--- src/rtl/fp_addsub_pkg.sv ---
package fp_addsub_pkg;
   typedef enum logic [2:0] {
      ST_IDLE,
      ST_ALIGN,
      ST_ADD,
      ST_NORM,
      ST_ROUND
   } fsm_e;

   localparam logic [1:0] RM_NEAREST = 2'b00;
   localparam logic [1:0] RM_ZERO    = 2'b01;
   localparam logic [1:0] RM_UP      = 2'b10;
   localparam logic [1:0] RM_DOWN    = 2'b11;
endpackage

--- src/rtl/fp_addsub_align.sv ---
// Right shift of the smaller significand; every bit pushed out is folded
// into bit 0 as the sticky bit.
module fp_addsub_align #(
   parameter int XW = 27,
   parameter int EW = 10
) (
   input  logic [XW-1:0] val_i,
   input  logic [EW-1:0] dist_i,
   output logic [XW-1:0] val_o
);
   localparam int DW = $clog2(XW + 1);

   logic [DW-1:0] dist_c;
   logic [XW-1:0] lost;

   always_comb begin
      dist_c = (dist_i > EW'(XW)) ? DW'(XW) : DW'(dist_i);
      lost   = val_i & ~({XW{1'b1}} << dist_c);
      val_o  = (val_i >> dist_c) | {{(XW-1){1'b0}}, |lost};
   end
endmodule

--- src/rtl/fp_addsub_norm.sv ---
// Normalizes the raw sum: a carry moves it right one place, cancellation
// moves it left, limited so the exponent never drops below 1.
module fp_addsub_norm #(
   parameter int XW = 27,
   parameter int EW = 10
) (
   input  logic [XW:0]   sum_i,
   input  logic [EW-1:0] exp_i,
   output logic [XW-1:0] sig_o,
   output logic [EW-1:0] exp_o,
   output logic          zero_o
);
   localparam int LZW = $clog2(XW + 1);

   logic [LZW-1:0] lz;
   logic [EW-1:0]  room;
   logic [EW-1:0]  sh;

   always_comb begin
      lz = LZW'(XW);
      for (int i = 0; i < XW; i++) begin
         if (sum_i[i]) lz = LZW'(XW - 1 - i);
      end
   end

   always_comb begin
      room   = exp_i - EW'(1);
      sh     = (EW'(lz) < room) ? EW'(lz) : room;
      zero_o = ~|sum_i;
      if (sum_i[XW]) begin
         sig_o = {sum_i[XW:2], |sum_i[1:0]};
         exp_o = exp_i + EW'(1);
      end else begin
         sig_o = sum_i[XW-1:0] << sh;
         exp_o = exp_i - sh;
      end
   end
endmodule

--- src/rtl/fp_addsub_round.sv ---
// Rounding, renormalization after a round carry, and the overflow and
// denormal encoding of the final word.
module fp_addsub_round
   import fp_addsub_pkg::*;
#(
   parameter int EXP_W = 8,
   parameter int MAN_W = 23
) (
   input  logic [MAN_W+3:0]         sig_i,
   input  logic [EXP_W+1:0]         exp_i,
   input  logic                     sign_i,
   input  logic [1:0]               rm_i,
   output logic [EXP_W+MAN_W:0]     res_o,
   output logic                     ovf_o,
   output logic                     unf_o
);
   localparam int SW = MAN_W + 1;
   localparam int EW = EXP_W + 2;
   localparam logic [EW-1:0] EMAX = EW'((1 << EXP_W) - 1);

   logic          lsb, grd, rest, inc, to_inf;
   logic [SW:0]   rsum;
   logic [EW-1:0] exp_r;
   logic [MAN_W-1:0] frac;

   always_comb begin
      lsb  = sig_i[3];
      grd  = sig_i[2];
      rest = |sig_i[1:0];
      unique case (rm_i)
         RM_NEAREST: inc = grd & (rest | lsb);
         RM_ZERO:    inc = 1'b0;
         RM_UP:      inc = ~sign_i & (grd | rest);
         default:    inc = sign_i & (grd | rest);
      endcase
      rsum = {1'b0, sig_i[SW+2:3]} + (SW+1)'(inc);
      if (rsum[SW]) begin
         frac  = rsum[SW-1:1];
         exp_r = exp_i + EW'(1);
      end else begin
         frac  = rsum[MAN_W-1:0];
         exp_r = rsum[MAN_W] ? exp_i : '0;
      end
      ovf_o  = (exp_r >= EMAX);
      to_inf = (rm_i == RM_NEAREST) | ((rm_i == RM_UP) & ~sign_i) |
               ((rm_i == RM_DOWN) & sign_i);
      if (ovf_o)
         res_o = to_inf ? {sign_i, EMAX[EXP_W-1:0], {MAN_W{1'b0}}}
                        : {sign_i, EMAX[EXP_W-1:1], 1'b0, {MAN_W{1'b1}}};
      else
         res_o = {sign_i, exp_r[EXP_W-1:0], frac};
      unf_o = ~ovf_o & (exp_r == '0) & (|frac);
   end
endmodule

--- src/rtl/fp_addsub.sv ---
module fp_addsub
   import fp_addsub_pkg::*;
#(
   parameter int EXP_W = 8,
   parameter int MAN_W = 23
) (
   input  logic                   clk,
   input  logic                   rst_n,
   input  logic                   start_i,
   input  logic                   sub_i,
   input  logic [1:0]             rmode_i,
   input  logic [EXP_W+MAN_W:0]   op_a_i,
   input  logic [EXP_W+MAN_W:0]   op_b_i,
   output logic [EXP_W+MAN_W:0]   result_o,
   output logic                   overflow_o,
   output logic                   underflow_o,
   output logic                   done_o
);
   localparam int W  = EXP_W + MAN_W + 1;
   localparam int SW = MAN_W + 1;
   localparam int XW = SW + 3;
   localparam int EW = EXP_W + 2;
   localparam logic [W-1:0] QNAN = {1'b0, {EXP_W{1'b1}}, 1'b1, {(MAN_W-1){1'b0}}};

   // operand fields and classes
   logic             a_s, b_s;
   logic [EXP_W-1:0] a_e, b_e;
   logic [MAN_W-1:0] a_f, b_f;
   logic             a_nan, b_nan, a_inf, b_inf;
   logic [W-1:0]     spec_val;

   assign a_s   = op_a_i[W-1];
   assign a_e   = op_a_i[W-2:MAN_W];
   assign a_f   = op_a_i[MAN_W-1:0];
   assign b_s   = op_b_i[W-1] ^ sub_i;
   assign b_e   = op_b_i[W-2:MAN_W];
   assign b_f   = op_b_i[MAN_W-1:0];
   assign a_nan = (&a_e) & (|a_f);
   assign b_nan = (&b_e) & (|b_f);
   assign a_inf = (&a_e) & ~(|a_f);
   assign b_inf = (&b_e) & ~(|b_f);

   always_comb begin
      if (a_nan | b_nan | (a_inf & b_inf & (a_s ^ b_s))) spec_val = QNAN;
      else if (a_inf) spec_val = {a_s, {EXP_W{1'b1}}, {MAN_W{1'b0}}};
      else            spec_val = {b_s, {EXP_W{1'b1}}, {MAN_W{1'b0}}};
   end

   // state held for the single operation in flight
   fsm_e          state;
   logic          c_sa, c_sb, c_spec;
   logic [EW-1:0] c_ea, c_eb;
   logic [SW-1:0] c_ma, c_mb;
   logic [W-1:0]  c_spec_val;
   logic [1:0]    c_rm;
   logic [XW-1:0] x_big, x_small;
   logic [EW-1:0] x_e;
   logic          x_sign, x_sub, x_zsign;
   logic [XW:0]   sum_q;
   logic [XW-1:0] r_sig;
   logic [EW-1:0] r_e;
   logic          r_zero;

   // exponent compare and alignment
   logic          a_big;
   logic [EW-1:0] big_e, small_e;
   logic [SW-1:0] big_m, small_m;
   logic [XW-1:0] small_al;

   always_comb begin
      a_big   = {c_ea, c_ma} >= {c_eb, c_mb};
      big_e   = a_big ? c_ea : c_eb;
      small_e = a_big ? c_eb : c_ea;
      big_m   = a_big ? c_ma : c_mb;
      small_m = a_big ? c_mb : c_ma;
   end

   fp_addsub_align #(.XW(XW), .EW(EW)) u_align (
      .val_i  ({small_m, 3'b000}),
      .dist_i (big_e - small_e),
      .val_o  (small_al)
   );

   // normalization
   logic [XW-1:0] n_sig;
   logic [EW-1:0] n_e;
   logic          n_zero;

   fp_addsub_norm #(.XW(XW), .EW(EW)) u_norm (
      .sum_i  (sum_q),
      .exp_i  (x_e),
      .sig_o  (n_sig),
      .exp_o  (n_e),
      .zero_o (n_zero)
   );

   // rounding
   logic [W-1:0] rnd_res;
   logic         rnd_ovf, rnd_unf;

   fp_addsub_round #(.EXP_W(EXP_W), .MAN_W(MAN_W)) u_round (
      .sig_i  (r_sig),
      .exp_i  (r_e),
      .sign_i (x_sign),
      .rm_i   (c_rm),
      .res_o  (rnd_res),
      .ovf_o  (rnd_ovf),
      .unf_o  (rnd_unf)
   );

   always_ff @(posedge clk or negedge rst_n) begin
      if (!rst_n) begin
         state <= ST_IDLE;
         {c_sa, c_sb, c_spec, c_ea, c_eb, c_ma, c_mb, c_spec_val, c_rm} <= '0;
         {x_big, x_small, x_e, x_sign, x_sub, x_zsign} <= '0;
         {sum_q, r_sig, r_e, r_zero} <= '0;
         result_o    <= '0;
         overflow_o  <= 1'b0;
         underflow_o <= 1'b0;
         done_o      <= 1'b0;
      end else begin
         done_o <= 1'b0;
         unique case (state)
            ST_IDLE: if (start_i) begin
               c_sa       <= a_s;
               c_sb       <= b_s;
               c_ea       <= (a_e == '0) ? EW'(1) : EW'(a_e);
               c_eb       <= (b_e == '0) ? EW'(1) : EW'(b_e);
               c_ma       <= {|a_e, a_f};
               c_mb       <= {|b_e, b_f};
               c_spec     <= a_nan | b_nan | a_inf | b_inf;
               c_spec_val <= spec_val;
               c_rm       <= rmode_i;
               state      <= ST_ALIGN;
            end
            ST_ALIGN: begin
               x_big   <= {big_m, 3'b000};
               x_small <= small_al;
               x_e     <= big_e;
               x_sign  <= a_big ? c_sa : c_sb;
               x_sub   <= c_sa ^ c_sb;
               x_zsign <= (c_sa ^ c_sb) ? (c_rm == RM_DOWN) : c_sa;
               state   <= ST_ADD;
            end
            ST_ADD: begin
               sum_q <= x_sub ? ({1'b0, x_big} - {1'b0, x_small})
                              : ({1'b0, x_big} + {1'b0, x_small});
               state <= ST_NORM;
            end
            ST_NORM: begin
               r_sig  <= n_sig;
               r_e    <= n_e;
               r_zero <= n_zero;
               state  <= ST_ROUND;
            end
            ST_ROUND: begin
               if (c_spec) begin
                  result_o    <= c_spec_val;
                  overflow_o  <= 1'b0;
                  underflow_o <= 1'b0;
               end else if (r_zero) begin
                  result_o    <= {x_zsign, {(W-1){1'b0}}};
                  overflow_o  <= 1'b0;
                  underflow_o <= 1'b0;
               end else begin
                  result_o    <= rnd_res;
                  overflow_o  <= rnd_ovf;
                  underflow_o <= rnd_unf;
               end
               done_o <= 1'b1;
               state  <= ST_IDLE;
            end
            default: state <= ST_IDLE;
         endcase
      end
   end
endmodule

--- config.mk ---
export PLATFORM = sky130hd
export DESIGN_NAME = fp_addsub
export DESIGN_NICKNAME = d
export VERILOG_FILES = /design/src/rtl/fp_addsub_pkg.sv /design/src/rtl/fp_addsub_align.sv /design/src/rtl/fp_addsub_norm.sv /design/src/rtl/fp_addsub_round.sv /design/src/rtl/fp_addsub.sv
export SDC_FILE = /design/constraint.sdc
export NUM_CORES = 1
export LEC_CHECK = 0
export BUFFER_PORTS_ARGS = -buffer_cell sky130_fd_sc_hd__buf_2
export CELL_PAD_IN_SITES_DETAIL_PLACEMENT = 0
export CELL_PAD_IN_SITES_GLOBAL_PLACEMENT = 1
export CORE_ASPECT_RATIO = 1.1
export CORE_MARGIN = 10
export CORE_UTILIZATION = 52
export CTS_BUF_LIST = sky130_fd_sc_hd__clkbuf_4 sky130_fd_sc_hd__clkbuf_8
export DETAILED_ROUTE_END_ITERATION = 10
export PLACE_DENSITY_LB_ADDON = 0.12
export SETUP_SLACK_MARGIN = 0.2
export SYNTH_ARGS = -nofsm -noshare
export SYNTH_HDL_FRONTEND = slang
export SYNTH_SLANG_ARGS = --single-unit
--- constraint.sdc ---
create_clock -name clk -period 17.5 [get_ports clk]
set_clock_uncertainty 0.2 [all_clocks]
set_input_delay 3.5 -clock clk [delete_from_list [all_inputs] [get_ports clk]]
set_output_delay 3.5 -clock clk [all_outputs]
set_load 0.01 [all_outputs]
# Word level (Yosys, flattened, before mapping)
# Cells that the tools add are included.
classes:
  shift: 3
  n_eq_ne: 8
  n_mux: 57
  addsub: 8
  n_lt_le_gt_ge: 4
  reduce_logical: 18
  n_bitwise: 31
ops:
  columns: ["cell", "n"]
  rows:
  - ["32-bit two-way mux", 4]
  - ["5-bit two-way mux", 17]
  - ["24-bit two-way mux", 3]
  - ["23-bit OR reduction", 3]
  - ["10-bit two-way mux", 6]
  - ["34-bit >= comparator", 1]
  - ["4-bit two-way mux", 8]
  - ["31-bit two-way mux", 1]
  - ["27-bit by 27-bit adder with 28-bit output", 1]
  - ["28-bit two-way mux", 1]
  - ["28-bit OR reduction", 1]
  - ["27-bit by 27-bit subtractor with 28-bit output", 1]
  - ["27-bit AND", 1]
  - ["27-bit two-way mux", 1]
  - ["27-bit inverter", 1]
  - ["27-bit by 1-bit bitwise OR with 27-bit output", 1]
  - ["27-bit OR reduction", 1]
  - ["27-bit by 10-bit left shift with 27-bit output", 1]
  - ["27-bit by 5-bit left shift with 27-bit output, first input constant", 1]
  - ["27-bit by 5-bit right shift with 27-bit output", 1]
  - ["24-bit by 1-bit adder with 25-bit output", 1]
  - ["23-bit two-way mux", 1]
  - ["10-bit by 1-bit adder with 10-bit output, second input constant", 2]
  - ["10-bit subtractor", 2]
  - ["29 further kinds", 68]
totals:
  regBits: 273
  in_bits: 70
  wordCells: 153

# Longest topological paths before layout
depth:
  depth_word: 31
  ltp_mapped: 32
  depth_no_buf: 28

# By module
# A second synthesis with hierarchy kept.
unflattened:
  hier_cells: 2590
  area_unflattened_um2: 20648.6
by_module_without_submodules:
  columns: ["module", "seq_area_each_um2", "instances", "area_each_um2", "cells_per_inst"]
  rows:
  - ["fp_addsub", 5955.7, 1, 13324.0, 1506]
  - ["fp_addsub_norm", 0.0, 1, 3233.1, 468]
  - ["fp_addsub_align", 0.0, 1, 2296.0, 348]
  - ["fp_addsub_round", 0.0, 1, 1795.5, 268]

# Worst setup path before layout
# Ideal clock, no wire load.
synth_timing:
  path_type: "register -> register"
  from: "register sum_q[15]"
  to: "register r_e[9]"
  t_required_ps: 17166
  synth_period_minus_slack_ps: 6140
  stages_incl_launch_ff: 32
  setup_slack_ps: 11360
  t_arrival_ps: 5806
  n_path_buf: 4
  setup_ps: 134
  cell_sequence: "dfrtp_1 -> clkbuf_1 -> nor4_1 -> and2_1 -> nand2_1 -> nand3_1 -> inv_1 -> ha_1 -> o21ai_0 -> nand2b_1 -> a21oi_1 -> nor3_1 -> o21ai_0 -> a22o_1 -> nor3b_1 -> buf_2 -> buf_2 -> buf_2 -> ha_1 -> nor2b_1 -> ha_1 -> a21o_1 -> a21o_1 -> a21o_1 -> a21oi_1 -> nor2b_1 -> o21ai_0 -> nand2b_1 -> a21oi_1 -> nor2b_1 -> xnor2_1 -> o21ai_0"
synth_between:
  elab_chain_len: 16
synth_rtl:
  columns: ["item", "line", "rtl"]
  rows:
  - ["from (decl)", "fp_addsub.sv:59", "logic [XW:0] sum_q;"]
  - ["from (signal assigned)", "fp_addsub.sv:146", "sum_q <= x_sub ? ({1'b0, x_big} - {1'b0, x_small})"]
  - ["5-bit two-way mux * (12 in series)", "fp_addsub_norm.sv:22", "if (sum_i[i]) lz = LZW'(XW - 1 - i);"]
  - ["5-bit by 10-bit < comparator with 1-bit output", "fp_addsub_norm.sv:28", "sh = (EW'(lz) < room) ? EW'(lz) : room;"]
  - ["10-bit two-way mux *", "fp_addsub_norm.sv:28", null]
  - ["10-bit subtractor *", "fp_addsub_norm.sv:35", "exp_o = exp_i - sh;"]
  - ["10-bit two-way mux *", "fp_addsub_norm.sv:30", "if (sum_i[XW]) begin"]
  - ["to (signal assigned)", "fp_addsub.sv:152", "r_e <= n_e;"]
  - ["to (decl)", "fp_addsub.sv:61", "logic [EW-1:0] r_e;"]
# Every way passes the cells marked *; elsewhere a longest branch is shown, timed or not.
# A chain may end at the register's enable or synchronous reset.

# Worst setup path in the final report
layout_timing:
  from: "register c_ea[0]"
  to: "register x_small[7]"
layout_between:
  elab_chain_len: 7
layout_rtl:
  columns: ["item", "line", "rtl"]
  rows:
  - ["from (decl)", "fp_addsub.sv:52", "logic [EW-1:0] c_ea, c_eb;"]
  - ["from (signal assigned)", "fp_addsub.sv:127", "c_ea <= (a_e == '0) ? EW'(1) : EW'(a_e);"]
  - ["34-bit >= comparator", "fp_addsub.sv:71", "a_big = {c_ea, c_ma} >= {c_eb, c_mb};"]
  - ["10-bit two-way mux, on equally long branches", "fp_addsub.sv:72, fp_addsub.sv:73", null]
  - ["10-bit subtractor", "fp_addsub.sv:80", ".dist_i (big_e - small_e),"]
  - ["10-bit by 5-bit greater-than comparator with 1-bit output", "fp_addsub_align.sv:17", "dist_c = (dist_i > EW'(XW)) ? DW'(XW) : DW'(dist_i);"]
  - ["5-bit two-way mux", "fp_addsub_align.sv:17", null]
  - ["27-bit by 5-bit right shift with 27-bit output *", "fp_addsub_align.sv:19", "val_o = (val_i >> dist_c) | {{(XW-1){1'b0}}, |lost};"]
  - ["27-bit by 1-bit bitwise OR with 27-bit output *", "fp_addsub_align.sv:19", null]
  - ["to (signal assigned)", "fp_addsub.sv:138", "x_small <= small_al;"]
  - ["to (decl)", "fp_addsub.sv:56", "logic [XW-1:0] x_big, x_small;"]
# Marked as above.

==> flow_metrics.env <==
export IMPL_yosysSeqAreaShare_pct=32.8
export IMPL_ctsHoldBuffers=0
export IMPL_grt_ovfl_total=0
export IMPL_crit_buf_inv=0
export IMPL_worst_slack_ps=10650
export IMPL_h_tree_depth=2
export IMPL_synthCells=2251
export IMPL_cp_cell_sequence="ha_1, nand4_1, nor4_1, or4_1, a31oi_4, o211a_2, mux2i_1, ha_1, nor4_1, nor3_1, mux2i_1, o22ai_2, or4_1, mux2_2, mux2i_2, nor2_1, a2111oi_0, a21oi_1, o311ai_1"
export IMPL_place_detailed_hpwl_um=46800
export IMPL_fin_util_pct=57.9
export IMPL_cts_tree="done"
export IMPL_setup_violations=0
export IMPL_synth_edff_count=0
export IMPL_grt_pass1_vias=17026
export IMPL_max_stage_delay_ps=890
export IMPL_fin_nets=2464
export IMPL_syn_to_final_growth_pct=9.40
export IMPL_drc_errors=0
export IMPL_r2r_start="c_ea[0]"
export IMPL_synth_area_leaders="dfrtp_1, ha_1, nand2_1"
export IMPL_io_pin_count=105
export IMPL_worst_ep_arrival_time_ps=7150
export IMPL_port_buffers=104
export IMPL_critPathKind="flip-flop to flip-flop"
export IMPL_synth_seq_cells=238
export IMPL_cts_repair_resized=0
export IMPL_drive_above_1_share_pct=12.5
export IMPL_postCtsSetupBuffers=0
export IMPL_slowest_stage="or4_1"
export IMPL_die_y_um=216
export IMPL_finalHoldViolCount=0
export IMPL_grt_max_degree=96
export IMPL_critPathMaxFanout=26
export IMPL_yosysWarningCount=0
export IMPL_grt_use_total_pct=28.3
export IMPL_muxShareOfSynthArea_pct=9.88
export IMPL_syn_area_per_cell_sq_um=8.06
export IMPL_drtIter0Drc=1387
export IMPL_ant_nets=0
export IMPL_yosysTopAreaCell="dfrtp_1"
export IMPL_cp_required_ps=17800
export IMPL_crit_start="c_ea[0]"
export IMPL_status="finished clean"
export IMPL_critPathCaptureType="flip-flop"
export IMPL_antenna_found_initial=3
export IMPL_routed_via_density=6.19
export IMPL_synth_top_cell_area_share_pct=32.8
export IMPL_fmax_mhz=146
export IMPL_tightest_slew_ps=1080
export IMPL_slew_viol_final=0
export IMPL_drv_cap=0
export IMPL_hp_start="result_o[15]"
export IMPL_setup_tns_ps=0
export IMPL_hold_class="flip-flop to flip-flop"
export IMPL_ys_types=88
export IMPL_dp_slack_ps=10850
export IMPL_cts_buffers=44
export IMPL_startpoint_type="flip-flop"
export IMPL_die_area_sq_mm=0.0428
export IMPL_synth_xor_area_share_pct=3.09
export IMPL_final_cell_mix="nand2_1, dfrtp_1, o21ai_0"
export IMPL_drt_pass1_iter_count=6
export IMPL_placementRows=71
export IMPL_path_delay_family="simple AND/OR/NAND/NOR gates"
export IMPL_num_antenna_cells=0
export IMPL_synth_top_family_by_area="compound AO/OA/AOI/OAI gates"
export IMPL_async_flop_share_pct=100
export IMPL_die_x_um=198
export IMPL_coreArea_sq_mm=0.0343
export IMPL_synth_ff_type="dfrtp_1"
export IMPL_wl_per_cell_um=22.1
export IMPL_yosys_area_share_adder_pct=7.17
export IMPL_grt_first_pass_wirelength_um=95600
export IMPL_clockRootBuffer="clkbuf_8"
export IMPL_start_util_pct=52.9
export IMPL_layout_commonest_cell="nand2_1"
export IMPL_relSlewSlack_pct=27.6
export IMPL_fin_crit_sh_pct=39.1
export IMPL_synth_nets=2423
export IMPL_clk_pin_slew_ps=60
export IMPL_syn_cell_area_sq_mm=0.0181
export IMPL_rsz0062_at_grt="no"
export IMPL_wl_um=60900
export IMPL_clk_latency_ps=640
export IMPL_vias=17088
export IMPL_routabilityCongestion=0.990
export IMPL_fin_hold_ws_ps=259
export IMPL_synth_compound_area_share_pct=22.0
export IMPL_clock_sinks=238
export IMPL_clockBufferDepth=3
export IMPL_period_needed_ps=6850
export IMPL_synth_simple_area_share_pct=19.7
==> cell usage after synthesis (12+ instances only) <==
cell,count
and3_1,16
mux2i_1,120
nand2_1,328
clkbuf_1,103
buf_1,16
nor4_1,26
inv_1,110
nor3_1,41
or3_1,12
nand3_1,50
ha_1,100
xor2_1,28
o211ai_1,17
a21oi_1,161
nand4_1,25
a221oi_1,13
mux2_2,48
dfrtp_1,238
xnor2_1,36
a31oi_1,28
o21ai_0,215
nand2b_1,16
a211oi_1,19
a21o_1,15
nor2_1,207
==> final timing paths <==
| kind | end | slack (ps) | cells after the start |
|---|---|---|---|
| hold / removal | result_o[15] | 260 | 2 |
| setup reg to reg | x_small[7] | 10650 | 19 |
| setup / recovery | x_small[7] | 10650 | 19 |
| max in group asynchronous | x_small[16] | 12950 | 2 |
| min in group asynchronous | r_sig[17] | 2690 | 1 |
| hold reg to reg | result_o[15] | 260 | 2 |
==> area by class of cell <==
cell class,instances,area [sq um]
well taps,438,548
clock inverters,12,105
repair buffers,129,718
flip-flops and latches,238,5960
inverters,110,413
fillers,3265,14400
multi-input cells,1769,11300
clock buffers,66,840
==> stage by stage <==
step / std cells / area, sq um
after floorplan: 2251 / 18100
after detailed placement: 2684 / 18900
after global routing: 2762 / 19900
after CTS: 2762 / 19900
after global placement: 2684 / 18900
final: 2762 / 19900
==> layer usage <==
metal	track usage, %	up-vias	routed length (um)
met5	0	-	0
met4	15.2	0	3360
met3	4.62	161	3220
met2	49.3	578	30400
met1	32.5	8188	24000
li1	-	8161	-
==> cell families (layout without fill, tap and decap cells) <==
logic type               Yosys count  count (layout)
buffers and inverters            244             317
AND/OR/NAND/NOR                  791             791
multiplexers                     172             172
adder cells (fa/ha/maj)          103             103
flip-flops                       238             238
AO/OA/AOI/OAI                    639             639
XOR/XNOR                          64              64
==> worst reg2reg max path, stage by stage (launching register included) <==
cell       delay (ps)
dfrtp_1           420
ha_1              540
nand4_1           290
nor4_1             90
or4_1             530
a31oi_4           310
o211a_2           250
mux2i_1            80
ha_1              200
nor4_1            490
nor3_1             90
mux2i_1           510
o22ai_2           220
or4_1             890
mux2_2            480
mux2i_2           260
nor2_1             60
a2111oi_0         630
a21oi_1            90
o311ai_1          110
==> registers in the layout (all words and copies together) (netlist names), 8 cells and up <==
register	flops
x_e	8
c_ma	24
c_eb	8
c_ea	8
x_big	24
x_small	27
sum_q	28
result_o	32
c_mb	24
r_sig	27
r_e	10
Power is left out: the tool's default activity adds up to more than one toggle a clock period on the data nets, which glitch-free logic cannot reach.
